## config.mk

```make
export PLATFORM = sky130hd
export DESIGN_NAME = dbg_runctl
export DESIGN_NICKNAME = d
export VERILOG_FILES = /design/src/rtl/dbg_runctl_pkg.sv /design/src/rtl/dbg_runctl_decode.sv /design/src/rtl/dbg_runctl_status.sv /design/src/rtl/dbg_runctl_ctrl.sv /design/src/rtl/dbg_runctl.sv
export SDC_FILE = /design/constraint.sdc
export NUM_CORES = 1
export LEC_CHECK = 0
export ABC_AREA = 1
export BUFFER_PORTS_ARGS = -buffer_cell sky130_fd_sc_hd__buf_2
export CAP_MARGIN = 20
export CORE_MARGIN = 3
export CORE_UTILIZATION = 46
export CTS_CLUSTER_SIZE = 25
export DETAILED_ROUTE_END_ITERATION = 8
export PLACE_DENSITY = 0.78
export SLEW_MARGIN = 20
export SYNTH_ARGS = -nofsm -noshare
export SYNTH_HDL_FRONTEND = slang
export SYNTH_HIERARCHICAL = 1
export SYNTH_SLANG_ARGS = --single-unit
```

## constraint.sdc

```tcl
create_clock -name clk -period 1.9 [get_ports clk]
set_clock_uncertainty 0.15 [all_clocks]
set_input_delay 0.38 -clock clk [delete_from_list [all_inputs] [get_ports clk]]
set_output_delay 0.38 -clock clk [all_outputs]
set_load 0.05 [all_outputs]
```

## src/rtl/dbg_runctl_pkg.sv

```systemverilog
package dbg_runctl_pkg;

    typedef enum logic [1:0] {
        RC_OFF    = 2'd0,
        RC_ON     = 2'd1,
        RC_RESUME = 2'd2
    } rc_state_e;

    localparam int CTL_HALT_BIT   = 31;
    localparam int CTL_RESUME_BIT = 30;
    localparam int CTL_RESET_BIT  = 1;
    localparam int CTL_ACTIVE_BIT = 0;

    localparam int ST_HAVERESET_HI = 19;
    localparam int ST_HAVERESET_LO = 18;
    localparam int ST_RUN_ALL      = 11;
    localparam int ST_RUN_ANY      = 10;
    localparam int ST_HALT_ALL     = 9;
    localparam int ST_HALT_ANY     = 8;
    localparam int ST_VERSION_W    = 4;

endpackage

```

## src/rtl/dbg_runctl_decode.sv

```systemverilog
module dbg_runctl_decode #(
    parameter int ADDR_W = 8,
    parameter int NREG   = 3,
    parameter logic [NREG*ADDR_W-1:0] ADDR_LIST = {8'h12, 8'h11, 8'h10}
) (
    input  logic [ADDR_W-1:0] addr,
    output logic [NREG-1:0]   sel,
    output logic              hit
);

    for (genvar i = 0; i < NREG; i++) begin : g_match
        assign sel[i] = (addr == ADDR_LIST[i*ADDR_W +: ADDR_W]);
    end

    assign hit = |sel;

endmodule

```

## src/rtl/dbg_runctl_status.sv

```systemverilog
module dbg_runctl_status
    import dbg_runctl_pkg::*;
#(
    parameter int DATA_W  = 32,
    parameter int VERSION = 2
) (
    input  logic              halted,
    input  logic              running,
    input  logic              have_reset,
    output logic [DATA_W-1:0] word
);

    localparam logic [ST_VERSION_W-1:0] VER_FIELD = ST_VERSION_W'(VERSION);

    always_comb begin
        word = '0;
        word[ST_VERSION_W-1:0] = VER_FIELD;
        // single hart: the "all" and "any" forms coincide
        word[ST_HALT_ANY]      = halted;
        word[ST_HALT_ALL]      = halted;
        word[ST_RUN_ANY]       = running;
        word[ST_RUN_ALL]       = running;
        word[ST_HAVERESET_LO]  = have_reset;
        word[ST_HAVERESET_HI]  = have_reset;
    end

endmodule

```

## src/rtl/dbg_runctl_ctrl.sv

```systemverilog
module dbg_runctl_ctrl
    import dbg_runctl_pkg::*;
#(
    parameter int DATA_W = 32
) (
    input  logic              clk,
    input  logic              rst_n,
    input  logic              wr_en,
    input  logic [DATA_W-1:0] wdata,
    input  logic              resume_ack,
    output logic              halt_req,
    output logic              resume_req,
    output logic              ndm_reset,
    output logic              active,
    output logic [DATA_W-1:0] ctrl_rdata
);

    rc_state_e state_q, state_d;
    logic      halt_q, reset_q;

    logic w_active, w_halt, w_resume, w_reset;
    assign w_active = wdata[CTL_ACTIVE_BIT];
    assign w_halt   = wdata[CTL_HALT_BIT];
    assign w_resume = wdata[CTL_RESUME_BIT];
    assign w_reset  = wdata[CTL_RESET_BIT];

    // state register
    always_ff @(posedge clk) begin
        if (!rst_n) state_q <= RC_OFF;
        else        state_q <= state_d;
    end

    // transitions
    always_comb begin
        state_d = state_q;
        unique case (state_q)
            RC_OFF: begin
                if (wr_en && w_active) state_d = RC_ON;               // ACTIVATE
            end
            RC_ON: begin
                if (wr_en && !w_active)                    state_d = RC_OFF;    // DEACTIVATE
                else if (wr_en && w_resume && !w_halt)     state_d = RC_RESUME; // START_RESUME
            end
            RC_RESUME: begin
                if (wr_en && !w_active) state_d = RC_OFF;  // DEACTIVATE
                else if (resume_ack)    state_d = RC_ON;   // ACK
            end
            default: state_d = RC_OFF;
        endcase
    end

    // level request registers
    always_ff @(posedge clk) begin
        if (!rst_n) begin
            halt_q  <= 1'b0;
            reset_q <= 1'b0;
        end else if (wr_en && state_q != RC_OFF) begin
            halt_q  <= w_active & w_halt;
            reset_q <= w_active & w_reset;
        end
    end

    // outputs
    always_comb begin
        active     = (state_q != RC_OFF);
        resume_req = (state_q == RC_RESUME);
        halt_req   = halt_q;
        ndm_reset  = reset_q;
        ctrl_rdata = '0;
        ctrl_rdata[CTL_HALT_BIT]   = halt_q;
        ctrl_rdata[CTL_RESET_BIT]  = reset_q;
        ctrl_rdata[CTL_ACTIVE_BIT] = active;
    end

    AST_RESUME_HOLD: assert property (@(posedge clk) disable iff (!rst_n)
        (resume_req && !resume_ack && !(wr_en && !w_active)) |=> resume_req);
    AST_RESUME_RELEASE: assert property (@(posedge clk) disable iff (!rst_n)
        (resume_req && resume_ack) |=> !resume_req);
    AST_OFF_QUIET: assert property (@(posedge clk) disable iff (!rst_n)
        !active |-> !(halt_req || resume_req || ndm_reset));
    AST_OFF_WRITE: assert property (@(posedge clk) disable iff (!rst_n)
        (!active && wr_en) |=> (!halt_req && !ndm_reset && !resume_req));
    AST_HALT_FOLLOW: assert property (@(posedge clk) disable iff (!rst_n)
        (active && wr_en && w_active) |=> (halt_req == $past(w_halt)));
    AST_DEACT_CLEAR: assert property (@(posedge clk) disable iff (!rst_n)
        (wr_en && !w_active) |=> !(halt_req || resume_req || ndm_reset));

endmodule

```

## src/rtl/dbg_runctl.sv

```systemverilog
module dbg_runctl
    import dbg_runctl_pkg::*;
#(
    parameter int ADDR_W = 8,
    parameter int DATA_W = 32,
    parameter logic [ADDR_W-1:0] CTRL_ADDR = ADDR_W'('h10),
    parameter logic [ADDR_W-1:0] STAT_ADDR = ADDR_W'('h11),
    parameter logic [ADDR_W-1:0] INFO_ADDR = ADDR_W'('h12),
    parameter int VERSION = 2
) (
    input  logic              clk,
    input  logic              rst_n,
    input  logic              req_valid,
    input  logic              req_write,
    input  logic [ADDR_W-1:0] req_addr,
    input  logic [DATA_W-1:0] req_wdata,
    output logic              rsp_valid,
    output logic              rsp_ok,
    output logic [DATA_W-1:0] rsp_rdata,
    output logic              core_halt_req,
    output logic              core_resume_req,
    output logic              core_ndm_reset,
    input  logic              core_resume_ack,
    input  logic              core_halted,
    input  logic              core_running,
    input  logic              core_have_reset
);

    localparam int NREG    = 3;
    localparam int SEL_CTL = 0;
    localparam int SEL_ST  = 1;
    localparam int SEL_INF = 2;

    logic [NREG-1:0]   sel;
    logic              hit;
    logic              ctl_wr;
    logic              unit_active;
    logic [DATA_W-1:0] ctl_word, stat_word, rd_mux;
    logic              rsp_valid_q, rsp_ok_q;
    logic [DATA_W-1:0] rsp_rdata_q;

    dbg_runctl_decode #(
        .ADDR_W    (ADDR_W),
        .NREG      (NREG),
        .ADDR_LIST ({INFO_ADDR, STAT_ADDR, CTRL_ADDR})
    ) u_decode (
        .addr (req_addr),
        .sel  (sel),
        .hit  (hit)
    );

    assign ctl_wr = req_valid && req_write && sel[SEL_CTL];

    dbg_runctl_ctrl #(.DATA_W(DATA_W)) u_ctrl (
        .clk        (clk),
        .rst_n      (rst_n),
        .wr_en      (ctl_wr),
        .wdata      (req_wdata),
        .resume_ack (core_resume_ack),
        .halt_req   (core_halt_req),
        .resume_req (core_resume_req),
        .ndm_reset  (core_ndm_reset),
        .active     (unit_active),
        .ctrl_rdata (ctl_word)
    );

    dbg_runctl_status #(.DATA_W(DATA_W), .VERSION(VERSION)) u_status (
        .halted     (core_halted),
        .running    (core_running),
        .have_reset (core_have_reset),
        .word       (stat_word)
    );

    always_comb begin
        rd_mux = '0;
        if (!req_write) begin
            unique case (1'b1)
                sel[SEL_CTL]: rd_mux = ctl_word;
                sel[SEL_ST]:  rd_mux = stat_word;
                sel[SEL_INF]: rd_mux = '0;
                default:      rd_mux = '0;
            endcase
        end
    end

    always_ff @(posedge clk) begin
        if (!rst_n) begin
            rsp_valid_q <= 1'b0;
            rsp_ok_q    <= 1'b0;
            rsp_rdata_q <= '0;
        end else begin
            rsp_valid_q <= req_valid;
            rsp_ok_q    <= req_valid && hit;
            rsp_rdata_q <= req_valid ? rd_mux : '0;
        end
    end

    assign rsp_valid = rsp_valid_q;
    assign rsp_ok    = rsp_ok_q;
    assign rsp_rdata = rsp_rdata_q;

    AST_RSP_ONE: assert property (@(posedge clk) disable iff (!rst_n)
        req_valid |=> rsp_valid);
    AST_RSP_IDLE: assert property (@(posedge clk) disable iff (!rst_n)
        !req_valid |=> !rsp_valid);
    AST_BAD_FAIL: assert property (@(posedge clk) disable iff (!rst_n)
        (req_valid && !hit) |=> (!rsp_ok && rsp_rdata == '0));
    AST_VERSION: assert property (@(posedge clk) disable iff (!rst_n)
        (req_valid && !req_write && sel[SEL_ST]) |=>
            (rsp_rdata[ST_VERSION_W-1:0] == ST_VERSION_W'(VERSION)));
    AST_SEL_ONEHOT: assert property (@(posedge clk) disable iff (!rst_n)
        $onehot0(sel));
    AST_ACTIVE_READ: assert property (@(posedge clk) disable iff (!rst_n)
        (req_valid && !req_write && sel[SEL_CTL]) |=>
            (rsp_rdata[CTL_ACTIVE_BIT] == $past(unit_active)));

endmodule

```

==> results of run 1 <==
==> worst min-delay path, cell delays in order <==
cell	delay, ns
buf_2	0.09
nand3_1	0.07
a21oi_1	0.06
==> power groups by stage <==
stage | Clock (mW) | Sequential, mW | Combinational, mW
after global placement | 0 | 0.840 | 0.212
after CTS | 0.656 | 0.823 | 0.220
final | 0.632 | 0.823 | 0.223
after global routing | 0.697 | 0.825 | 0.248
after detailed placement | 0 | 0.842 | 0.220
after floorplan | 0 | 0.845 | 0.272
==> routing by layer <==
metal	share of wire, %	vias to the layer above	GRT usage, %
met4	2.4	0	6.52
met3	6.3	9	2.48
met1	41	638	12.2
met2	50	51	21.1
met5	0	-	0
li1	-	940	-
==> path summary, 6_finish.rpt <==
check	start	to	cells after the start
setup reg to reg	u_ctrl/state_q[0]	u_ctrl/state_q[0]	6
hold / removal	req_wdata[1]	u_ctrl/ndm_reset	3
hold reg to reg	u_ctrl/halt_req	u_ctrl/halt_req	2
setup / recovery	u_ctrl/state_q[1]	core_resume_req	3
==> final cells by class <==
type | count | area, µm² | area share [%]
well taps | 67 | 83.8 | 3.50
multi-input cells | 226 | 933 | 38.9
flip-flops and latches | 38 | 761 | 31.7
repair buffers | 58 | 308 | 12.8
inverters | 54 | 203 | 8.45
clock buffers | 8 | 110 | 4.59
==> flip-flops by register name, indices dropped and copies added (netlist names) <==
register / count
rsp_rdata: 32
u_ctrl/state_q: 2
rsp_ok: 1
rsp_valid: 1
u_ctrl/halt_req: 1
u_ctrl/ndm_reset: 1
==> per-stage QoR <==
step	total power, mW	hold WS [ns]
after floorplan	1.12	0.373
after global placement	1.05	0.319
after detailed placement	1.06	0.319
after CTS	1.70	0.210
after global routing	1.77	0.202
final	1.68	0.218
==> results by group, run 1 <==
Global route
  – Largest net degree at the start of global routing: 33
  – Antenna violations before repair: 0
  – First-pass GRT wire length: 5560 µm
  – Number of global-route vias before repair: 1382
  – Overflow after GRT: 0
  – GRT Overall Usage: 11.6%

Final layout
  – Number of nets in the layout: 431
  – Most frequent cells in the layout: nand2_1, buf_2, conb_1
  – Area grow syn2layout: 4.70%
  – Final Cell Area: 2400 µm²
  – Commonest non-fill, non-tap cell in the layout: nand2_1
  – Inserted Diodes: 0
  – Final cell count without fillers: 451
  – Fraction of layout cells with a size suffix above 1: 22.1%
  – Layout Utilization: 50.4%
  – # fillers: 482

Setup path
  – CP cell instances: inv_1 -> nor2_2 -> buf_2
  – CP max FO: 3
  – Buf+Inv Stages, Crit Path: 2
  – CP endpoint kind: output pin
  – CP max stage cell: dfxtp_1
  – CP peak stage delay: 0.37 ns
  – Critical path arrival: 1.15 ns
  – CP startpoint kind: flop
  – CP required: 1.37 ns
  – Critical setup path kind: reg2out
  – Crit path max-delay family: flip-flops
  – R2R setup slack: 0.69 ns

Power
  – Max VDD drop: 0.267 mV
  – P_int: 1.24 mW
  – P_sw: 0.434 mW
  – Part of the power in registers: 49.1%
  – PwrDens: 700 nW/µm²
  – Sw Share: 25.8%
  – Clk pwr share: 37.6%
  – Leak: 1.65 nW
  – Comb power frac: 13.3%

STA
  – Final setup fails: 0
  – Fin crit share: 88.3%
  – Slew Limit Fails: 0
  – Final hold violations: 0
  – Final WS setup: 0.222 ns
  – Unrepaired setup endpoints after global routing: false
  – FMAX: 596 MHz
  – Setup TNS: 0 ns
  – Final min period: 1.68 ns

Route
  – Antenna Violating Nets Remaining: 0
  – DRT iter0 DRCs: 48
  – Vias: 1638
  – Via density: 3.63
  – Post-DR wirelength/cell: 6.98 µm
  – Total wire length: 3150 µm
  – Residual DRC: 0
  – Pre-Repair DR Iteration Count: 4

CTS
  – CTS sink count: 38
  – Worst-path clk slew: 0.08 ns
  – Root Driver: clkbuf_8
  – CTS tree: built
  – Resize count post-CTS: 0
  – Setup bufs post-CTS: 0
  – Hold_buf cts: 0
  – H-tree Lvls: 2
  – Num CTS Buffers: 5
  – Clock Latency Late Sink: 0.28 ns
  – Max Buffers Root-to-Sink: 2

Synthesis
  – Synth Area per Inst: 6.74 µm²
  – Mapped Area: 2290 µm²
  – Ys Warns: 6
  – Synthesized netlist cell count: 340

Die
  – Core Footprint: 4750 µm²
  – Num ports: 85
  – Starting Density: 48.2%
  – Row count: 25
  – Die area: 5860 µm²
  – Chip height: 76.6 µm
  – Die X: 76.6 µm

Place
  – Post-place instance area: 2290 µm²
  – Setup slack at placement: 0.0309 ns
  – IO buf count: 56
  – Placer Congestion: 0.698
  – Post-DP HPWL: 2350 µm
  – Placed insts: 443

Flow run
  – Max-Cap Viols: 0

Outcome
  – Status: finished, final reports clean

Hold path
  – Worst hold path type: in2reg
Power figures use the tool's default switching activity.
==> run 2: changes to the inputs <==
ABC_AREA = default   (was 1)
CORE_UTILIZATION = 44   (was 46)
PLACE_DENSITY = 0.77   (was 0.78)
==> run 2 against run 1 <==
Effect of this change:
- die area decreased by 8.0%
- synthesized cell count down 38%
- highest routed layer unchanged
- setup slack lost 0.10 ns
- wire length fell by 4.2%
- via count shrank 20%
- flip-flop and latch count is the same
- sequential power fell by 3.0%
- sequential share of layout area is 3.3 points higher
- area after synthesis fell by 13%
- maximum frequency down 5.8%
- clock-buffer cell count decreased by 2
==> results by group, run 2 <==
Outcome
  – Status: finished, final reports clean (unchanged)

Final layout
  – FF/Latch Area: 761 µm² (unchanged)
  – Area grow syn2layout: 8.63% (was 4.70%)
  – Largest register FFs: 32 (unchanged)
  – Inserted Diodes: 0 (unchanged)
  – Number of nets in the layout: 312 (was 431)
  – # fillers: 402 (was 482)
  – Multi-input logic area: 883 µm² (was 933 µm²)
  – Commonest non-fill, non-tap cell in the layout: buf_2 (was nand2_1)
  – Most frequent cells in the layout: buf_2, conb_1, dfxtp_1 (was nand2_1, buf_2, conb_1)
  – Fraction of layout cells with a size suffix above 1: 39.5% (was 22.1%)

Place
  – Setup slack at placement: -0.269 ns (was 0.0309 ns)
  – IO buf count: 56 (unchanged)
  – Post-DP HPWL: 2220 µm (was 2350 µm)
  – Placer Congestion: 0.746 (was 0.698)

Setup path
  – CP cell instances: buf_2 -> or4b_4 -> nor4_4 -> and3_4 -> nand3b_1 -> nor3_2 -> o21a_1 (was inv_1 -> nor2_2 -> buf_2)
  – CP required: 1.97 ns (was 1.37 ns)
  – CP startpoint kind: input port (was flop)
  – CP max stage cell: or4b_4 (was dfxtp_1)
  – CP peak stage delay: 0.55 ns (was 0.37 ns)
  – Critical path arrival: 1.86 ns (was 1.15 ns)
  – CP endpoint kind: flop (was output pin)
  – Critical setup path kind: in2reg (was reg2out)
  – CP max FO: 5 (was 3)

Power
  – Power, Total: 1.40 mW (was 1.68 mW)
  – Leak: 0.994 nW (was 1.65 nW)
  – PwrDens: 645 nW/µm² (was 700 nW/µm²)
  – Part of the power in registers: 56.9% (was 49.1%)
  – Clk pwr share: 37.4% (was 37.6%)
  – P_int: 1.10 mW (was 1.24 mW)
  – Comb power frac: 5.7% (was 13.3%)
  – Sw Share: 21.4% (was 25.8%)
  – Max VDD drop: 0.264 mV (was 0.267 mV)
  – P_sw: 0.300 mW (was 0.434 mW)

Synthesis
  – Ys Warns: 6 (unchanged)
  – Mapped Area: 2000 µm² (was 2290 µm²)
  – Synthesized netlist cell count: 210 (was 340)
  – Synth Area per Inst: 9.53 µm² (was 6.74 µm²)

Global route
  – GRT Overall Usage: 11.8% (was 11.6%)
  – Overflow after GRT: 0 (unchanged)
  – Number of global-route vias before repair: 1191 (was 1382)
  – Largest net degree at the start of global routing: 33 (unchanged)
  – Antenna violations before repair: 0 (unchanged)
  – First-pass GRT wire length: 4950 µm (was 5560 µm)

CTS
  – H-tree Lvls: 2 (unchanged)
  – Worst-path clk slew: 0.07 ns (was 0.08 ns)
  – Num CTS Buffers: 5 (unchanged)
  – Max Buffers Root-to-Sink: 2 (unchanged)
  – CTS tree: built (unchanged)
  – CTS sink count: 38 (unchanged)
  – Root Driver: clkbuf_8 (unchanged)
  – Clock Latency Late Sink: 0.27 ns (was 0.28 ns)

Flow run
  – Max-Cap Viols: 0 (unchanged)

STA
  – Setup TNS: 0 ns (unchanged)
  – Final hold violations: 0 (unchanged)
  – Final WS setup: 0.118 ns (was 0.222 ns)
  – FMAX: 561 MHz (was 596 MHz)
  – Fin crit share: 93.8% (was 88.3%)
  – Slew Limit Fails: 0 (unchanged)
  – Final setup fails: 0 (unchanged)
  – Final min period: 1.78 ns (was 1.68 ns)

Die
  – Core Footprint: 4200 µm² (was 4750 µm²)
  – Row count: 23 (was 25)
  – Die X: 73.5 µm (was 76.6 µm)
  – Starting Density: 47.6% (was 48.2%)
  – Die area: 5390 µm² (was 5860 µm²)
  – Num ports: 85 (unchanged)
  – Chip height: 73.5 µm (was 76.6 µm)

Route
  – DRT iter0 DRCs: 42 (was 48)
  – Via density: 4.18 (was 3.63)
  – Post-DR wirelength/cell: 9.63 µm (was 6.98 µm)
  – Vias: 1307 (was 1638)
  – Total wire length: 3020 µm (was 3150 µm)
  – Residual DRC: 0 (unchanged)
  – Antenna Violating Nets Remaining: 0 (unchanged)
  – Pre-Repair DR Iteration Count: 6 (was 4)

Hold path
  – Worst hold path type: in2reg (unchanged)
-- run 2: per-layer routing --
layer	up-vias	GRT usage [%]	share of wire, %	wire [µm]
met5	-	0	0	0
met4	0	6.04	1.1	34
met3	2	3.42	5.6	170
met2	37	19.0	48	1440
met1	575	14.3	45	1370
li1	693	-	-	-
-- run 2: final timing paths --
| check | depth (start not counted) | slack (ns) | endpoint | startpoint |
|---|---|---|---|---|
| worst max register to register | 3 | 0.82 | rsp_rdata[0] | u_ctrl/state_q[0] |
| worst max-delay path | 7 | 0.12 | u_ctrl/state_q[1] | req_addr[5] |
| worst min register to register | 2 | 0.34 | u_ctrl/ndm_reset | u_ctrl/ndm_reset |
| worst min-delay path | 3 | 0.23 | rsp_rdata[19] | core_have_reset |
-- run 2: critical path: cells and delay by family --
family	cells	cell delay, ns
buf+inv	1	0.10
compound gates	1	0.14
simple gates	5	1.24
-- run 2: what timing repair did --
| item | in CTS | in global routing |
|---|---|---|
| setup endpoints to repair | 0 | 6 |
| gates resized for setup | 0 | 3 |
| hold buffers | 0 | 0 |
| buffers inserted | 0 | 4 |
| hold endpoints to repair | 0 | 0 |
-- run 2: power groups by stage --
stage               registers [mW]  clock network, mW  logic, mW
global route                 0.798              0.573     0.0925
CTS                          0.798              0.546     0.0758
global placement             0.816                  0     0.0739
finish                       0.798              0.525     0.0803
floorplan                    0.822                  0      0.131
detailed placement           0.816                  0     0.0758
-- run 2: cell type report --
cell class / count / share of cell area, %
multi-input combinational: 148 / 40.6
timing repair buffer: 69 / 17.4
clock buffer: 6 / 3.80
sequential: 38 / 35.0
inverter: 2 / 0.345
tap: 50 / 2.88
-- run 2: through the flow --
stage	hold WS (ns)	instances	utilization (%)	instance area, µm²
floorplan	0.348	262	-	2220
global placement	0.323	303	48.6	2040
detailed placement	0.336	303	48.6	2040
CTS	0.217	309	50.6	2130
global route	0.220	313	51.8	2170
finish	0.234	313	51.8	2170
==> run 3: changes to the inputs <==
CORE_UTILIZATION = 49   (was 44)
PLACE_DENSITY = 0.82   (was 0.77)
clock period = 1.83 ns   (was 1.9 ns; I/O delays follow)
==> run 3 against run 2 <==
Effect of this change:
- sequential share of layout area fell by 0.22 points
- clock power grew 29%
- sequential power grew 3.9%
- global-route usage grew 1.4 points
- setup slack got worse by 0.038 ns
- power is 13% higher
- critical path depth did not move
- die area is 9.4% lower
- largest cell class unchanged
==> results by group, run 3 (synthesized netlist as in run 2, its figures left out) <==
Setup path
  – CP required: 1.86 ns (was 1.97 ns)
  – Critical setup path kind: in2reg (unchanged)
  – CP endpoint kind: flop (unchanged)
  – R2R setup slack: 0.75 ns (was 0.82 ns)
  – CP max FO: 4 (was 5)
  – CP startpoint kind: input port (unchanged)
  – Buf+Inv Stages, Crit Path: 1 (unchanged)
  – CP cell instances: buf_2 -> or4b_4 -> nor4_4 -> and3_4 -> nor2b_4 -> nor3_1 -> o21a_1 (was buf_2 -> or4b_4 -> nor4_4 -> and3_4 -> nand3b_1 -> nor3_2 -> o21a_1)
  – Crit path max-delay family: simple AND/OR/NAND/NOR gates (unchanged)
  – CP peak stage delay: 0.55 ns (about the same)
  – Critical path arrival: 1.78 ns (was 1.86 ns)
  – CP max stage cell: or4b_4 (unchanged)

Power
  – PwrDens: 726 nW/µm² (was 645 nW/µm²)
  – Leak: 0.997 nW (was 0.994 nW)
  – Power, Total: 1.59 mW (was 1.40 mW)
  – Max VDD drop: 0.455 mV (was 0.264 mV)

Global route
  – Number of global-route vias before repair: 1264 (was 1191)
  – Largest net degree at the start of global routing: 33 (unchanged)
  – Antenna violations before repair: 0 (unchanged)
  – Overflow after GRT: 0 (unchanged)
  – First-pass GRT wire length: 5230 µm (was 4950 µm)
  – GRT Overall Usage: 13.2% (was 11.8%)

Final layout
  – Most frequent cells in the layout: buf_2, conb_1, dfxtp_1 (unchanged)
  – Commonest non-fill, non-tap cell in the layout: buf_2 (unchanged)
  – Number of nets in the layout: 311 (was 312)
  – Fraction of layout cells with a size suffix above 1: 39.0% (was 39.5%)
  – Largest register FFs: 32 (unchanged)
  – Area grow syn2layout: 9.31% (was 8.63%)
  – Multi-input logic area: 883 µm² (unchanged)
  – Inserted Diodes: 0 (unchanged)
  – # fillers: 344 (was 402)
  – Final cell count without fillers: 312 (was 313)
  – FF/Latch Area: 761 µm² (unchanged)

Route
  – DRT iter0 DRCs: 33 (was 42)
  – Via density: 4.20 (was 4.18)
  – Vias: 1310 (was 1307)
  – Post-DR wirelength/cell: 9.71 µm (was 9.63 µm)
  – Total wire length: 3030 µm (was 3020 µm)
  – Pre-Repair DR Iteration Count: 4 (was 6)
  – Antenna Violating Nets Remaining: 0 (unchanged)
  – Residual DRC: 0 (unchanged)

Die
  – Core Footprint: 3800 µm² (was 4200 µm²)
  – Num ports: 85 (unchanged)
  – Chip height: 69.9 µm (was 73.5 µm)
  – Row count: 22 (was 23)
  – Starting Density: 52.7% (was 47.6%)
  – Die X: 69.9 µm (was 73.5 µm)
  – Die area: 4890 µm² (was 5390 µm²)

CTS
  – CTS sink count: 38 (unchanged)
  – CTS tree: built (unchanged)
  – Clock Latency Late Sink: 0.28 ns (was 0.27 ns)
  – Num CTS Buffers: 5 (unchanged)
  – H-tree Lvls: 2 (unchanged)
  – Root Driver: clkbuf_8 (unchanged)
  – Hold_buf cts: 0 (unchanged)
  – Max Buffers Root-to-Sink: 2 (unchanged)
  – Worst-path clk slew: 0.07 ns (about the same)

Outcome
  – Status: finished, final reports clean (unchanged)

STA
  – Final WS setup: 0.0798 ns (was 0.118 ns)
  – Unrepaired setup endpoints after global routing: false
  – Final min period: 1.75 ns
  – Slew Limit Fails: 0 (unchanged)
  – Final setup fails: 0 (unchanged)
  – FMAX: 571 MHz
  – Final hold violations: 0 (unchanged)
  – Fin crit share: 95.6%

Place
  – Setup slack at placement: -0.327 ns (was -0.269 ns)
  – IO buf count: 56 (unchanged)
  – Placed insts: 302 (was 303)
  – Post-DP HPWL: 2310 µm (was 2220 µm)
  – Placer Congestion: 0.776 (was 0.746)

Flow run
  – Max-Cap Viols: 0 (unchanged)

Hold path
  – Worst hold path type: in2reg (unchanged)
[run 3: what timing repair did]
action,4_1_cts,5_1_grt
gates resized for setup,0,3
buffers inserted,0,2
pin swaps,3,1
setup endpoints to repair,1,7
[run 3: final timing paths]
path / start / endpoint / cells after the start
setup / recovery: req_addr[5] / u_ctrl/state_q[1] / 7
hold reg to reg: u_ctrl/halt_req / u_ctrl/halt_req / 2
hold / removal: core_running / rsp_rdata[11] / 3
setup reg to reg: u_ctrl/state_q[0] / rsp_rdata[0] / 3
[run 3: tightest hold or removal path, stage by stage]
cell	delay, ns
buf_2	0.09
a22oi_1	0.08
nor2_1	0.07
[run 3: area by class of cell]
type	count	area share, %
Clock buffer	7	3.49
Clock inverter	1	1.37
Timing Repair Buffer	68	16.9
Tap cell	48	2.74
Multi-Input combinational cell	148	40.4
Sequential cell	38	34.8
Inverter	2	0.343
[run 3: per-stage QoR]
step | setup TNS, ns | hold WS, ns | area, µm² | utilization (%)
6_report | 0 | 0.211 | 2190 | 57.6
5_1_grt | 0 | 0.209 | 2190 | 57.6
4_1_cts | 0 | 0.201 | 2150 | 56.7
3_5_place_dp | -3.15 | 0.326 | 2050 | 53.9
3_3_place_gp | -2.90 | 0.321 | 2050 | 53.9
2_1_floorplan | -3.71 | 0.334 | 2220 | -
[run 3: routing by layer]
layer | global-route usage (%) | share of wire, % | vias up
met1 | 14.7 | 42 | 579
met4 | 4.47 | 0.89 | 0
li1 | - | - | 691
met2 | 22.8 | 50 | 38
met3 | 5.47 | 6.7 | 2
met5 | 0 | 0 | -
[run 3: where the power goes]
group | internal [mW] | switching (mW) | total (mW)
clock | 0.408 | 0.269 | 0.676
combinational | 0.0285 | 0.0554 | 0.0839
sequential | 0.828 | 0.000451 | 0.829
